--- src/rtl/bank_alu_pkg.sv ---
package bank_alu_pkg;

  typedef enum logic [1:0] {
    OP_IDLE = 2'b00,
    OP_SUB  = 2'b01,
    OP_SBC  = 2'b10,
    OP_SHL  = 2'b11
  } aluOp_e;

  // strobes from control to datapath
  typedef struct packed {
    logic wrEn;      // commit result and flags
    logic doSub;     // subtract path
    logic useCarry;  // include borrow
    logic doShl;     // shift path
  } aluStb_t;

endpackage

--- src/rtl/bank_alu_ctrl.sv ---
module bank_alu_ctrl
  import bank_alu_pkg::*;
(
  input  logic       opValid,
  input  logic [1:0] opCode,
  output aluStb_t    stb
);

  aluOp_e opDec;

  always_comb begin
    opDec = aluOp_e'(opCode);
    stb = '0;
    if (opValid) begin
      unique case (opDec)
        OP_SUB: begin
          stb.wrEn  = 1'b1;
          stb.doSub = 1'b1;
        end
        OP_SBC: begin
          stb.wrEn     = 1'b1;
          stb.doSub    = 1'b1;
          stb.useCarry = 1'b1;
        end
        OP_SHL: begin
          stb.wrEn  = 1'b1;
          stb.doShl = 1'b1;
        end
        default: stb = '0;
      endcase
    end
  end

endmodule

--- src/rtl/bank_alu_dp.sv ---
module bank_alu_dp
  import bank_alu_pkg::*;
#(
  parameter int DATA_W  = 8,
  parameter int NUM_ACC = 2,
  localparam int BANK_W  = (NUM_ACC > 1) ? $clog2(NUM_ACC) : 1,
  localparam int SHIFT_W = (DATA_W > 1) ? $clog2(DATA_W) : 1
) (
  input  logic                      clk,
  input  logic                      rstN,
  input  aluStb_t                   stb,
  input  logic [DATA_W-1:0]         srcData,
  input  logic [NUM_ACC*DATA_W-1:0] accIn,
  input  logic [BANK_W-1:0]         bankSel,
  input  logic [SHIFT_W-1:0]        shiftAmt,
  input  logic                      carryIn,
  input  logic                      vIn,
  output logic [DATA_W-1:0]         resData,
  output logic                      resWe,
  output logic                      flagN,
  output logic                      flagZ,
  output logic                      flagC,
  output logic                      flagV
);

  localparam int WIDE_W = 2 * DATA_W;

  // accumulator bank mux
  logic [DATA_W-1:0] accBank [NUM_ACC];
  logic [DATA_W-1:0] accSel;

  genvar gi;
  generate
    for (gi = 0; gi < NUM_ACC; gi++) begin : g_bank
      assign accBank[gi] = accIn[gi*DATA_W +: DATA_W];
    end
  endgenerate

  always_comb begin
    accSel = accBank[0];
    for (int i = 1; i < NUM_ACC; i++) begin
      if (bankSel == BANK_W'(i)) accSel = accBank[i];
    end
  end

  // reverse subtract: src - acc - borrow
  logic              borrowUsed;
  logic [DATA_W:0]   subWide;
  logic [DATA_W-1:0] subRes;
  logic              subC;
  logic              subV;

  always_comb begin
    borrowUsed = stb.useCarry & carryIn;
    subWide = {1'b0, srcData} - {1'b0, accSel} - {{DATA_W{1'b0}}, borrowUsed};
    subRes  = subWide[DATA_W-1:0];
    subC    = subWide[DATA_W];
    subV    = (srcData[DATA_W-1] ^ accSel[DATA_W-1]) &
              (subRes[DATA_W-1] ^ srcData[DATA_W-1]);
  end

  // staged left shifter on a double-width word; bit DATA_W is the last bit out
  logic [WIDE_W-1:0] shStage [SHIFT_W+1];
  assign shStage[0] = {{DATA_W{1'b0}}, srcData};

  generate
    for (gi = 0; gi < SHIFT_W; gi++) begin : g_shift
      assign shStage[gi+1] = shiftAmt[gi] ? (shStage[gi] << (1 << gi)) : shStage[gi];
    end
  endgenerate

  logic [DATA_W-1:0] shlRes;
  logic              shlC;
  assign shlRes = shStage[SHIFT_W][DATA_W-1:0];
  assign shlC   = shStage[SHIFT_W][DATA_W];

  // result select and flag staging
  logic [DATA_W-1:0] nextRes;
  logic              nextC;
  logic              nextV;

  always_comb begin
    if (stb.doShl) begin
      nextRes = shlRes;
      nextC   = shlC;
      nextV   = vIn;
    end else begin
      nextRes = subRes;
      nextC   = subC;
      nextV   = subV;
    end
  end

  always_ff @(posedge clk) begin
    if (!rstN) begin
      resData <= '0;
      resWe   <= 1'b0;
      flagN   <= 1'b0;
      flagZ   <= 1'b0;
      flagC   <= 1'b0;
      flagV   <= 1'b0;
    end else begin
      resWe <= stb.wrEn;
      if (stb.wrEn) begin
        resData <= nextRes;
        flagN   <= nextRes[DATA_W-1];
        flagZ   <= (nextRes == '0);
        flagC   <= nextC;
        flagV   <= nextV;
      end
    end
  end

  AST_IDLE_HOLDS: assert property (@(posedge clk) disable iff (!rstN)
    !stb.wrEn |=> (!resWe && $stable(resData) && $stable(flagC) && $stable(flagV)));

  AST_SUB_SELF_ZERO: assert property (@(posedge clk) disable iff (!rstN)
    (stb.doSub && srcData == accSel && !borrowUsed) |=> (flagZ && !flagC && !flagV));

  AST_SHL_ZERO_COUNT: assert property (@(posedge clk) disable iff (!rstN)
    (stb.doShl && shiftAmt == '0) |=> (resData == $past(srcData) && !flagC));

  AST_SHL_KEEPS_V: assert property (@(posedge clk) disable iff (!rstN)
    stb.doShl |=> (flagV == $past(vIn)));

  AST_SUB_PLAIN_NO_BORROW: assert property (@(posedge clk) disable iff (!rstN)
    (stb.doSub && !stb.useCarry) |=> (resData == $past(srcData - accSel)));

  AST_NEG_MATCHES: assert property (@(posedge clk) disable iff (!rstN)
    resWe |-> (flagN == resData[DATA_W-1]));

endmodule

--- src/rtl/bank_alu.sv ---
module bank_alu
  import bank_alu_pkg::*;
#(
  parameter int DATA_W  = 8,
  parameter int NUM_ACC = 2,
  localparam int BANK_W  = (NUM_ACC > 1) ? $clog2(NUM_ACC) : 1,
  localparam int SHIFT_W = (DATA_W > 1) ? $clog2(DATA_W) : 1
) (
  input  logic                      clk,
  input  logic                      rstN,
  input  logic                      opValid,
  input  logic [1:0]                opCode,
  input  logic [DATA_W-1:0]         srcData,
  input  logic [NUM_ACC*DATA_W-1:0] accIn,
  input  logic [BANK_W-1:0]         bankSel,
  input  logic [SHIFT_W-1:0]        shiftAmt,
  input  logic                      carryIn,
  input  logic                      vIn,
  output logic [DATA_W-1:0]         resData,
  output logic                      resWe,
  output logic                      flagN,
  output logic                      flagZ,
  output logic                      flagC,
  output logic                      flagV
);

  aluStb_t stb;

  bank_alu_ctrl u_ctrl (
    .opValid (opValid),
    .opCode  (opCode),
    .stb     (stb)
  );

  bank_alu_dp #(
    .DATA_W  (DATA_W),
    .NUM_ACC (NUM_ACC)
  ) u_dp (
    .clk      (clk),
    .rstN     (rstN),
    .stb      (stb),
    .srcData  (srcData),
    .accIn    (accIn),
    .bankSel  (bankSel),
    .shiftAmt (shiftAmt),
    .carryIn  (carryIn),
    .vIn      (vIn),
    .resData  (resData),
    .resWe    (resWe),
    .flagN    (flagN),
    .flagZ    (flagZ),
    .flagC    (flagC),
    .flagV    (flagV)
  );

  AST_RESULT_STROBE: assert property (@(posedge clk) disable iff (!rstN)
    (opValid && opCode != 2'b00) |=> resWe);

endmodule

--- config.mk ---
export PLATFORM = sky130hd
export DESIGN_NAME = bank_alu
export DESIGN_NICKNAME = d
export VERILOG_FILES = /design/src/rtl/bank_alu_pkg.sv /design/src/rtl/bank_alu_ctrl.sv /design/src/rtl/bank_alu_dp.sv /design/src/rtl/bank_alu.sv
export SDC_FILE = /design/constraint.sdc
export NUM_CORES = 1
export LEC_CHECK = 0
export BUFFER_PORTS_ARGS = -buffer_cell sky130_fd_sc_hd__buf_2
export CORE_MARGIN = 1.5
export CORE_UTILIZATION = 34
export DETAILED_ROUTE_END_ITERATION = 8
export GPL_ROUTABILITY_DRIVEN = 1
export PLACE_DENSITY = 0.59
export SLEW_MARGIN = 20
export SYNTH_ARGS = -nofsm -noshare
export SYNTH_HDL_FRONTEND = slang
export SYNTH_SLANG_ARGS = --single-unit
--- constraint.sdc ---
create_clock -name clk -period 3.7 [get_ports clk]
set_clock_uncertainty 0.1 [all_clocks]
set_input_delay 0.555 -clock clk [delete_from_list [all_inputs] [get_ports clk]]
set_output_delay 0.555 -clock clk [all_outputs]
set_load 0.02 [all_outputs]
Yosys cells after proc, flatten, opt, wreduce, memory -nomap -nowiden. Index checks and enable logic that the tools add are counted.

Add/subtract/negate cells: 2. Equal/unequal tests: 3. Multiplexer cells: 12. Bitwise logic cells: 4. Reduce and logical (&&, ||, !) cells: 3.

Operators with widths (count): $mux W9 (3); $mux W8 (2); $sub A8 B8 Y9 (1); $sub A9 B1 Y9 (1); $logic_not A8 Y1 (1); $mux W1 (6); $eq A2 B2 Y1 const B (2); $mux W4 (1); $reduce_or A3 Y1 (1); $and A1 B1 Y1 (2); $eq A2 B1 Y1 const B (1); $reduce_or A2 Y1 (1); $xor A1 B1 Y1 (2).

Flip-flop bits (word level): 13. Output and inout bits: 13. Word-level logic and storage cells: 30.

Depth between registers and ports, before layout. Gate-level depths: netlist (run 1).

Depth in word-level cells: 9. Gate-level depth with buffers: 11.

Modules after synthesis. A second synthesis (run 1) with hierarchy kept.

Cell total of the unflattened synthesis: 176. Area, all modules: 1477.7 um^2.

Modules (own cells, without submodules): bank_alu_dp (instances 1, cells each 167, area each 1405.1 um^2, sequential area each 240.2 um^2); bank_alu_ctrl (instances 1, cells each 9, area each 72.6 um^2, sequential area each 0.0 um^2).

Least setup slack after synthesis (run 1). Ideal clock, no wire load.

Path kind: input-to-reg. From: in bankSel. To: reg u_dp.flagZ. Data arrival time: 2.912 ns. Setup slack: 0.571 ns. Stages on the path: 11. Path buffers: 1. Cell sequence: clkbuf_1 > mux2_2 > fa_1 > inv_1 > ha_1 > and2b_1 > a311oi_2 > a31oi_1 > xnor2_1 > a21oi_1 > a41o_1.

Longest elaborated chain between the ends: 5.

RTL lines: start, declared (RTL line bank_alu.sv:15) `input logic [BANK_W-1:0] bankSel,`; $mux W8 (RTL line bank_alu_dp.sv:42) `if (bankSel == BANK_W'(i)) accSel = accBank[i];`; $sub A8 B8 Y9 (RTL line bank_alu_dp.sv:55) `subWide = {1'b0, srcData} - {1'b0, accSel} - {{DATA_W{1'b0}}, borrowUsed};`; $sub A9 B1 Y9 (RTL line bank_alu_dp.sv:55); $mux W8 (RTL line bank_alu_dp.sv:83) `if (stb.doShl) begin`; $logic_not A8 Y1 (RTL line bank_alu_dp.sv:107) `flagZ <= (nextRes == '0);`; end signal, assigned (RTL line bank_alu_dp.sv:107); end, declared (RTL line bank_alu_dp.sv:21) `output logic flagZ,`.

No other way between the ends. A chain may end at the register's enable or synchronous reset.

Worst setup path after layout (run 1).
From: in bankSel. To: reg u_dp.flagN.

Longest elaborated chain between the ends: 4.

RTL lines: $mux W8 (RTL line bank_alu_dp.sv:42); $sub A8 B8 Y9 (RTL line bank_alu_dp.sv:55); $sub A9 B1 Y9 (RTL line bank_alu_dp.sv:55); $mux W8 (RTL line bank_alu_dp.sv:83); end signal, assigned (RTL line bank_alu_dp.sv:106) `flagN <= nextRes[DATA_W-1];`; end, declared (RTL line bank_alu_dp.sv:20) `output logic flagN,`.

No other way between the ends.

==> results.py, run 1 <==
metrics = {
    "critical_path": {
        "crit_required_ns": 3.76,
        "cp-end-kind": "flip-flop",
        "r2r_start": "u_dp.flagV$_SDFFE_PN0P_",
        "r2r-end": "u_dp.flagV$_SDFFE_PN0P_",
        "start_kind": "primary input",
        "path_max_fanout": 8,
        "crit_path_end": "u_dp.flagN$_SDFFE_PN0P_",
        "rr_worst_depth": 3,
        "cp.arrival_ns": 2.99,
        "crit_type": "in2reg",
        "worst-r2r-setup-slack_ns": 2.69,
        "cp-startpoint": "bankSel",
    },
    "routing": {
        "drt-pass1-iter-count": 4,
        "drt-initial-drc-count": 20,
        "drt-wirelength-per-cell_um": 11.83,
        "route.detailed.drc": 0,
        "num_vias": 1286,
        "routed_wl_um": 3051,
        "vias_per_cell": 4.984,
        "ant_nets": 0,
    },
    "final_layout": {
        "fillers": 410,
        "nNetsFinal": 262,
        "drive_above_1_share": 0.3095,
        "syn_to_final_growth_pct": 23.01,
        "multiInputGateArea_um2": 996.0,
        "layout_commonest_cell": "buf_2",
        "final_cell_mix": "buf_2 (47), inv_1 (20), mux2i_1 (14), ha_1 (14), a21oi_1 (13)",
        "final_area_um2": 1665,
        "antenna_cells": 0,
        "regArea_um2": 240.2,
    },
    "synth": {
        "synthCells": 166,
        "synth_top_cell_area_share": 0.1774,
        "async_reset_ff_frac": 0,
        "synthTopCellsByArea": "dfxtp_1 (18%), ha_1 (13%), mux2i_1 (10%)",
        "yosysTopAreaCell": "dfxtp_1",
        "ys_ff_latch": 12,
        "syn_avg_cell_area_um2": 8.155,
        "yosysWarnings": 0,
        "ys.flop_type": "dfxtp_1",
        "ys_seq_area_frac": 0.1774,
        "synthesis.area_um2": 1354,
        "synth_edf_count": 0,
        "yosysUniqueCellTypes": 44,
        "synth_nets": 217,
    },
    "sta": {
        "slew_viol_final": 0,
        "max_freq_mhz": 341.5,
        "period_share": 0.7915,
        "tightest_slew_ns": 0.6184,
        "fin_hold_ws_ns": 0.3608,
        "relSlewSlack": 0.5850,
        "period_needed_ns": 2.929,
        "setup_violations": 0,
        "final-hold-violation-count": 0,
        "setup_tns_ns": 0,
        "grt_setup_unrepaired": "false",
        "setup_ws_ns": 0.7713,
    },
    "clock_tree": {
        "clock_sinks": 12,
        "cts_max_level": 1,
        "cts_tree": "done",
        "path_clk_slew_ns": 0.05,
        "clk_latency_ns": 0.24,
        "cts-hold-fix-buffers": 0,
        "cts_made_buffers": 3,
        "cts_root_buf": "clkbuf_8",
        "cts_setup_buffers": 0,
        "clockBufferDepth": 2,
        "cts_resized": 0,
    },
    "pwr": {
        "p_leak_uw": 0.0008440,
        "powerDensity_nw_per_um2": 336.9,
        "p_total_uw": 561.1,
        "vdd_drop_max_mv": 0.1334,
    },
    "global_routing": {
        "antenna_found_initial": 0,
        "grt_max_degree": 15,
        "grt_pass1_vias": 1229,
        "grt-ovfl-total": 0,
        "grt_pass1_wl_um": 5347,
        "grt_usage": 0.1538,
    },
    "floorplan": {
        "die_h_um": 66.10,
        "core_um2": 3744,
        "dieArea_um2": 4369,
        "initial_core_util": 0.3616,
        "num_rows": 22,
        "ioPinCount": 48,
        "die_width_um": 66.10,
    },
    "place": {
        "dp_hpwl_um": 2543,
        "gp_congestion": 0.7972,
        "place_ws_ns": 0.4752,
        "postPlaceCellArea_um2": 1610,
        "port_buffers": 47,
    },
    "min_path": {
        "hold_path.class": "reg2reg",
    },
    "run_status": {
        "status": "finished, final reports clean",
    },
    "flow_run": {
        "cap_violations": 0,
    },
}
==> worst max-delay path, cell delays in order <==
cell and delay (ns):
buf_2 0.20, mux2_2 0.37, fa_1 0.39, inv_1 0.10
ha_1 0.14, and2b_1 0.19, a311oi_2 0.30, a31oi_1 0.15
xnor2_1 0.22, a21oi_1 0.15, a211oi_2 0.23
==> layout make-up <==
| cell class | instances | share of cell area |
|---|---|---|
| Inverter | 21 | 0.04733 |
| Timing Repair Buffer | 47 | 0.1412 |
| Sequential cell | 12 | 0.1443 |
| Multi-Input combinational cell | 126 | 0.5980 |
| Clock buffer | 4 | 0.03306 |
| Tap cell | 48 | 0.03606 |
==> synth_stat cells (all sizes together) (5+ instances only) <==
cell type,count
nand2,10
ha,14
nor2,13
buf,5
xnor2,5
dfxtp,12
o21ai,13
mux2i,14
a21oi,13
mux2,7
inv,20
==> through the flow <==
step / cells / utilization
5_1_grt: 258 / 0.4449
3_5_place_dp: 254 / 0.4301
4_1_cts: 258 / 0.4449
6_report: 258 / 0.4449
2_1_floorplan: 166 / -
3_3_place_gp: 254 / 0.4301
==> cell families after synthesis <==
kind of cell | synth area share
AO/OA/AOI/OAI | 0.2061
XOR/XNOR | 0.05822
adder cells (fa/ha/maj) | 0.1590
buffers and inverters | 0.08687
flip-flops | 0.1774
multiplexers | 0.1784
AND/OR/NAND/NOR | 0.1340
==> metal layers <==
layer	share of wire	wire length, um	vias to the layer above	global-route usage
met5	0	0	-	0
li1	-	-	672	-
met1	0.46	1404	577	0.1961
met2	0.49	1485	34	0.2750
met4	0.0046	14	0	0.02296
met3	0.049	148	3	0.02555
==> state kept, by name, indices dropped and copies added (netlist names) <==
signal        cells
u_dp.flagC        1
u_dp.flagN        1
u_dp.resData      7
u_dp.flagV        1
u_dp.flagZ        1
u_dp.resWe        1
==> how the worst min path moves through the flow <==
| stage | end | cells past startpoint | slack [ns] | start |
|---|---|---|---|---|
| after floorplan | u_dp.resData[0]$_SDFFE_PN0P_ | 2 | 0.43 | u_dp.resData[0]$_SDFFE_PN0P_ |
| after global placement | u_dp.resData[0]$_SDFFE_PN0P_ | 2 | 0.34 | u_dp.resData[0]$_SDFFE_PN0P_ |
| after detailed placement | u_dp.resData[2]$_SDFFE_PN0P_ | 2 | 0.35 | u_dp.resData[2]$_SDFFE_PN0P_ |
| after CTS | u_dp.resData[2]$_SDFFE_PN0P_ | 2 | 0.36 | u_dp.resData[2]$_SDFFE_PN0P_ |
| after global routing | u_dp.resData[2]$_SDFFE_PN0P_ | 2 | 0.38 | u_dp.resData[2]$_SDFFE_PN0P_ |
| final | u_dp.resData[2]$_SDFFE_PN0P_ | 2 | 0.36 | u_dp.resData[2]$_SDFFE_PN0P_ |
==> report_power, final <==
part | internal [uW] | switching (uW)
Sequential | 143 | 6.03
Combinational | 118 | 149
Clock | 94.2 | 51.1
Total | 355 | 206
Note: power is estimated with default switching activity, not from simulation.
==> inputs of run 2 (changes only) <==
--- a/config.mk
+++ b/config.mk
@@ -10,7 +10,7 @@
 export CORE_UTILIZATION = 34
 export DETAILED_ROUTE_END_ITERATION = 8
 export GPL_ROUTABILITY_DRIVEN = 1
-export PLACE_DENSITY = 0.59
+export PLACE_DENSITY = 0.61
 export SLEW_MARGIN = 20
 export SYNTH_ARGS = -nofsm -noshare
 export SYNTH_HDL_FRONTEND = slang
==> constraint.sdc (replaced) <==
create_clock -name clk -period 2.6 [get_ports clk]
set_clock_uncertainty 0.1 [all_clocks]
set_input_delay 0.39 -clock clk [delete_from_list [all_inputs] [get_ports clk]]
set_output_delay 0.39 -clock clk [all_outputs]
set_load 0.02 [all_outputs]
==> results.py, run 2 (synthesis gave the netlist of run 1 again) <==
metrics = {
    "run_status": {
        "status": "finished, final reports clean",
    },
    "floorplan": {
        "dieArea_um2": 4369,
        "die_h_um": 66.10,
        "ioPinCount": 48,
        "die_width_um": 66.10,
        "core_um2": 3744,
        "initial_core_util": 0.3616,
        "num_rows": 22,
    },
    "pwr": {
        "p_leak_uw": 0.0009700,
        "internal_power_uw": 554.0,
        "pwr-share-seq": 0.245,
        "combPwrFrac": 0.567,
        "clock_power_share": 0.188,
        "powerDensity_nw_per_um2": 454.0,
        "switching_share": 0.3604,
        "vdd_drop_max_mv": 0.1715,
        "power.net_switching_uw": 312.2,
    },
    "critical_path": {
        "worst_path_largest_cell_delay_ns": 0.55,
        "cp-end-kind": "flip-flop",
        "crit_required_ns": 2.63,
        "critical_path_buf_inv_count": 1,
        "cp.arrival_ns": 2.62,
        "cp_top_family": "compound AO/OA/AOI/OAI gates",
        "crit_type": "in2reg",
        "start_kind": "primary input",
        "path_max_fanout": 6,
        "path_cells": "buf_12, mux2_4, fa_2, ha_1, o21ai_2, a311oi_2, a31oi_1, xnor2_1, a21oi_2, a41o_1",
        "crit_slowest_cell": "fa_2",
    },
    "sta": {
        "setup_tns_ns": 0,
        "max_freq_mhz": 386.3,
        "slew_viol_final": 0,
        "period_share": 0.9957,
        "grt_setup_unrepaired": "true",
        "final-hold-violation-count": 0,
        "relSlewSlack": 0.7080,
        "setup_violations": 0,
        "tightest_slew_ns": 0.4258,
        "period_needed_ns": 2.589,
    },
    "routing": {
        "ant_nets": 0,
        "wl_met1_um": 1634,
        "highest_layer": "met4",
        "routed_wl_um": 3242,
        "num_vias": 1348,
        "drt-pass1-iter-count": 4,
        "vias_per_cell": 4.797,
        "route.detailed.drc": 0,
        "met3_length_um": 135,
        "drt-wirelength-per-cell_um": 11.54,
        "wl_met2_um": 1462,
        "drt-initial-drc-count": 25,
    },
    "global_routing": {
        "grt_pass1_wl_um": 5457,
        "grt_usage": 0.1590,
        "antenna_found_initial": 0,
        "grt_pass1_vias": 1230,
        "grt-ovfl-total": 0,
        "grt_max_degree": 14,
    },
    "min_path": {
        "hold_path.class": "in2reg",
    },
    "clock_tree": {
        "cts_tree": "done",
        "cts_max_level": 1,
        "clock_sinks": 12,
        "cts_root_buf": "clkbuf_8",
        "path_clk_slew_ns": 0.05,
        "clockBufferDepth": 2,
        "cts-hold-fix-buffers": 0,
        "cts_made_buffers": 3,
        "clk_latency_ns": 0.24,
    },
    "final_layout": {
        "layout_commonest_cell": "buf_2",
        "fillers": 398,
        "drive_above_1_share": 0.4120,
        "top_register": "u_dp.resData",
        "nNetsFinal": 286,
        "syn_to_final_growth_pct": 40.94,
        "fin_cells": 281,
        "antenna_cells": 0,
        "largest_reg_flops": 7,
        "final_cell_mix": "buf_2 (46), buf_4 (24), inv_1 (19), mux2i_1 (14)",
    },
    "place": {
        "dp_hpwl_um": 2741,
        "post-place-cells": 277,
        "gp_congestion": 0.7984,
        "port_buffers": 47,
    },
    "flow_run": {
        "cap_violations": 0,
    },
}
==> run 2: worst reg2reg max path, delay by kind of cell (launching register included) <==
family / cells / cell delay (ns)
AO/OA/AOI/OAI: 2 / 0.23
AND/OR/NAND/NOR: 1 / 0.31
flip-flops: 1 / 0.32
==> run 2: path summary, 6_finish.rpt <==
check / from / slack, ns / cells after the start / endpoint
worst max-delay path: bankSel / 0.01 / 10 / u_dp.flagZ$_SDFFE_PN0P_
worst min-delay path: rstN / 0.34 / 3 / u_dp.flagC$_SDFFE_PN0P_
worst max register to register: u_dp.flagV$_SDFFE_PN0P_ / 1.58 / 3 / u_dp.flagV$_SDFFE_PN0P_
worst min register to register: u_dp.resData[0]$_SDFFE_PN0P_ / 0.37 / 2 / u_dp.resData[0]$_SDFFE_PN0P_
==> run 2: through the flow <==
step | hold slack (ns) | utilization | instance area [um2] | total power, uW | worst slack [ns]
5_1_grt | 0.3424 | 0.5097 | 1908 | 935.6 | -0.07164
6_report | 0.3393 | 0.5097 | 1908 | 866.2 | 0.01106
4_1_cts | 0.3386 | 0.4990 | 1868 | 863.7 | 0.002201
2_1_floorplan | 0.4257 | - | 1381 | 503.6 | -0.1024
3_3_place_gp | 0.3445 | 0.4779 | 1789 | 672.1 | -0.3435
3_5_place_dp | 0.3590 | 0.4779 | 1789 | 677.7 | -0.3538
==> run 2: power groups by stage <==
stage / Combinational, uW / Sequential, uW / Clock, uW
2_1_floorplan: 264 / 239 / 0
3_3_place_gp: 457 / 216 / 0
3_5_place_dp: 461 / 216 / 0
4_1_cts: 484 / 213 / 167
5_1_grt: 544 / 215 / 176
6_report: 491 / 212 / 163
==> run 2: what timing repair did <==
item	in CTS	in global routing
endpoints found under the setup margin	4	6
pin swaps	3	7
setup buffers	0	1
gates resized for setup	7	6
cloned	0	0
==> run 2: cell type report <==
class	instances	area, um2	share of cell area
Multi-Input combinational cell	126	1057	0.5541
Timing Repair Buffer	71	430.4	0.2256
Sequential cell	12	240.2	0.1259
Inverter	21	78.83	0.04131
Tap cell	48	60.06	0.03148
Clock buffer	3	41.29	0.02164
==> run 2: per-layer routing <==
layer,vias up,GRT usage
li1,725,-
met2,29,0.2638
met1,592,0.2154
met3,2,0.02896
met4,0,0.03061
met5,-,0
==> inputs of run 3 (changes only) <==
--- a/config.mk
+++ b/config.mk
@@ -5,12 +5,13 @@
 export SDC_FILE = /design/constraint.sdc
 export NUM_CORES = 1
 export LEC_CHECK = 0
+export ABC_CLOCK_PERIOD_IN_PS = 2400
 export BUFFER_PORTS_ARGS = -buffer_cell sky130_fd_sc_hd__buf_2
 export CORE_MARGIN = 1.5
 export CORE_UTILIZATION = 34
 export DETAILED_ROUTE_END_ITERATION = 8
 export GPL_ROUTABILITY_DRIVEN = 1
-export PLACE_DENSITY = 0.61
+export PLACE_DENSITY = 0.59
 export SLEW_MARGIN = 20
 export SYNTH_ARGS = -nofsm -noshare
 export SYNTH_HDL_FRONTEND = slang
==> constraint.sdc (replaced) <==
create_clock -name clk -period 2.4 [get_ports clk]
set_clock_uncertainty 0.1 [all_clocks]
set_input_delay 0.36 -clock clk [delete_from_list [all_inputs] [get_ports clk]]
set_output_delay 0.36 -clock clk [all_outputs]
set_load 0.02 [all_outputs]
==> results.py, run 3 (synthesis gave the netlist of run 1 again) <==
metrics = {
    "global_routing": {
        "grt_usage": 0.1581,
        "antenna_found_initial": 0,
        "grt_pass1_wl_um": 5416,
        "busiest_layer": "met2",
        "met2_usage": 0.2675,
        "grt_pass1_vias": 1287,
        "grt_max_degree": 14,
        "grt-ovfl-total": 0,
        "met1_usage": 0.2077,
        "met3_usage": 0.03748,
    },
    "sta": {
        "period_needed_ns": 2.474,
        "setup_violations": 3,
        "setup_tns_ns": -0.1722,
        "slew_viol_final": 0,
        "period_share": 1.031,
        "final-hold-violation-count": 0,
        "max_freq_mhz": 404.2,
        "relSlewSlack": 0.6895,
        "setup_ws_ns": -0.07372,
        "tightest_slew_ns": 0.4527,
        "grt_setup_unrepaired": "true",
    },
    "final_layout": {
        "drive_above_1_share": 0.4519,
        "antenna_cells": 0,
        "final_area_um2": 2007,
        "layout_commonest_cell": "buf_2",
        "final_cell_mix": "buf_2 (45), buf_4 (29), inv_1 (19), mux2i_1 (14)",
        "final_util": 0.5361,
        "multiInputGateArea_um2": 1099,
        "regArea_um2": 240.2,
        "fillers": 390,
        "largest_reg_flops": 7,
        "syn_to_final_growth_pct": 48.24,
        "fin_cells": 287,
        "nNetsFinal": 291,
        "top_register": "u_dp.resData",
    },
    "critical_path": {
        "crit_type": "in2reg",
        "start_kind": "primary input",
        "cp-end-kind": "flip-flop",
        "cp.arrival_ns": 2.53,
        "crit_required_ns": 2.46,
        "path_max_fanout": 6,
    },
    "place": {
        "port_buffers": 47,
        "dp_hpwl_um": 2721,
        "gp_congestion": 0.7645,
        "post-place-cells": 281,
        "place_ws_ns": -0.5285,
        "postPlaceCellArea_um2": 1852,
    },
    "routing": {
        "num_vias": 1446,
        "ant_nets": 0,
        "drt-pass1-iter-count": 4,
        "vias_per_cell": 5.038,
        "drt-initial-drc-count": 35,
        "routed_wl_um": 3320,
        "drt-wirelength-per-cell_um": 11.57,
        "route.detailed.drc": 0,
    },
    "clock_tree": {
        "cts_root_buf": "clkbuf_8",
        "cts_tree": "done",
        "cts_max_level": 1,
        "clock_sinks": 12,
        "cts-hold-fix-buffers": 0,
        "clockBufferDepth": 2,
        "cts_made_buffers": 3,
        "clk_latency_ns": 0.24,
        "path_clk_slew_ns": 0.05,
    },
    "run_status": {
        "status": "finished with violations",
        "violations": "negative setup slack",
    },
    "floorplan": {
        "die_h_um": 66.10,
        "ioPinCount": 48,
        "dieArea_um2": 4369,
        "core_um2": 3744,
        "die_width_um": 66.10,
        "initial_core_util": 0.3616,
        "num_rows": 22,
    },
    "pwr": {
        "powerDensity_nw_per_um2": 512.7,
        "vdd_drop_max_mv": 0.2495,
        "p_leak_uw": 0.001010,
    },
    "min_path": {
        "hold_path.class": "in2reg",
    },
    "flow_run": {
        "cap_violations": 0,
    },
}
## run 3: cell count changes in the layout (fill, tap and decap cells not counted), sizes merged
| cell | delta |
|---|---|
| clkbuf | +1 |
| buf | +5 |
## run 3: critical path, stage by stage
cell,delay (ns)
buf_12,0.11
mux2_4,0.29
fa_2,0.33
inv_2,0.09
ha_4,0.12
and2b_1,0.19
a311oi_2,0.30
a31oi_1,0.15
xnor2_1,0.15
buf_4,0.16
a21oi_4,0.06
a211oi_2,0.21
## run 3: repair_timing
action / 4_1_cts / 5_1_grt
setup endpoints to repair: 7 / 6
buffers inserted: 2 / 0
gates resized for setup: 12 / 4
pin swaps: 13 / 4
## run 3: power by group
| group | total (uW) | switching, uW | internal (uW) | leakage (uW) |
|---|---|---|---|---|
| Combinational | 581 | 276 | 305 | 0.000882 |
| Sequential | 229 | 9.03 | 220 | 0.0000990 |
| Clock | 218 | 73.4 | 145 | 0.0000288 |
## run 3: metrics by stage
step                hold WS, ns  total power [uW]
detailed placement       0.3473             759.5
CTS                      0.3001              1030
floorplan                0.3957             564.9
global placement         0.3419             756.2
global route             0.3146              1107
finish                   0.3083              1029
## run 3: layer usage
layer | share of wire | up-vias
met5 | 0 | -
met4 | 0 | 0
li1 | - | 737
met2 | 0.47 | 41
met1 | 0.47 | 668
met3 | 0.054 | 0
## run 3: final timing paths
| path | slack, ns | end | startpoint | cells after the start |
|---|---|---|---|---|
| setup / recovery | -0.07 | u_dp.flagN$_SDFFE_PN0P_ | bankSel | 12 |
| hold / removal | 0.31 | u_dp.resData[1]$_SDFFE_PN0P_ | rstN | 3 |
| setup reg to reg | 1.32 | u_dp.flagV$_SDFFE_PN0P_ | u_dp.flagV$_SDFFE_PN0P_ | 3 |
| hold reg to reg | 0.35 | u_dp.resData[0]$_SDFFE_PN0P_ | u_dp.resData[0]$_SDFFE_PN0P_ | 2 |
## run 3: area by class of cell
class	instances	share of cell area
clock buffer	4	0.02743
sequential	12	0.1197
inverter	21	0.03928
timing repair buffer	76	0.2363
multi-input combinational	126	0.5474
tap	48	0.02993
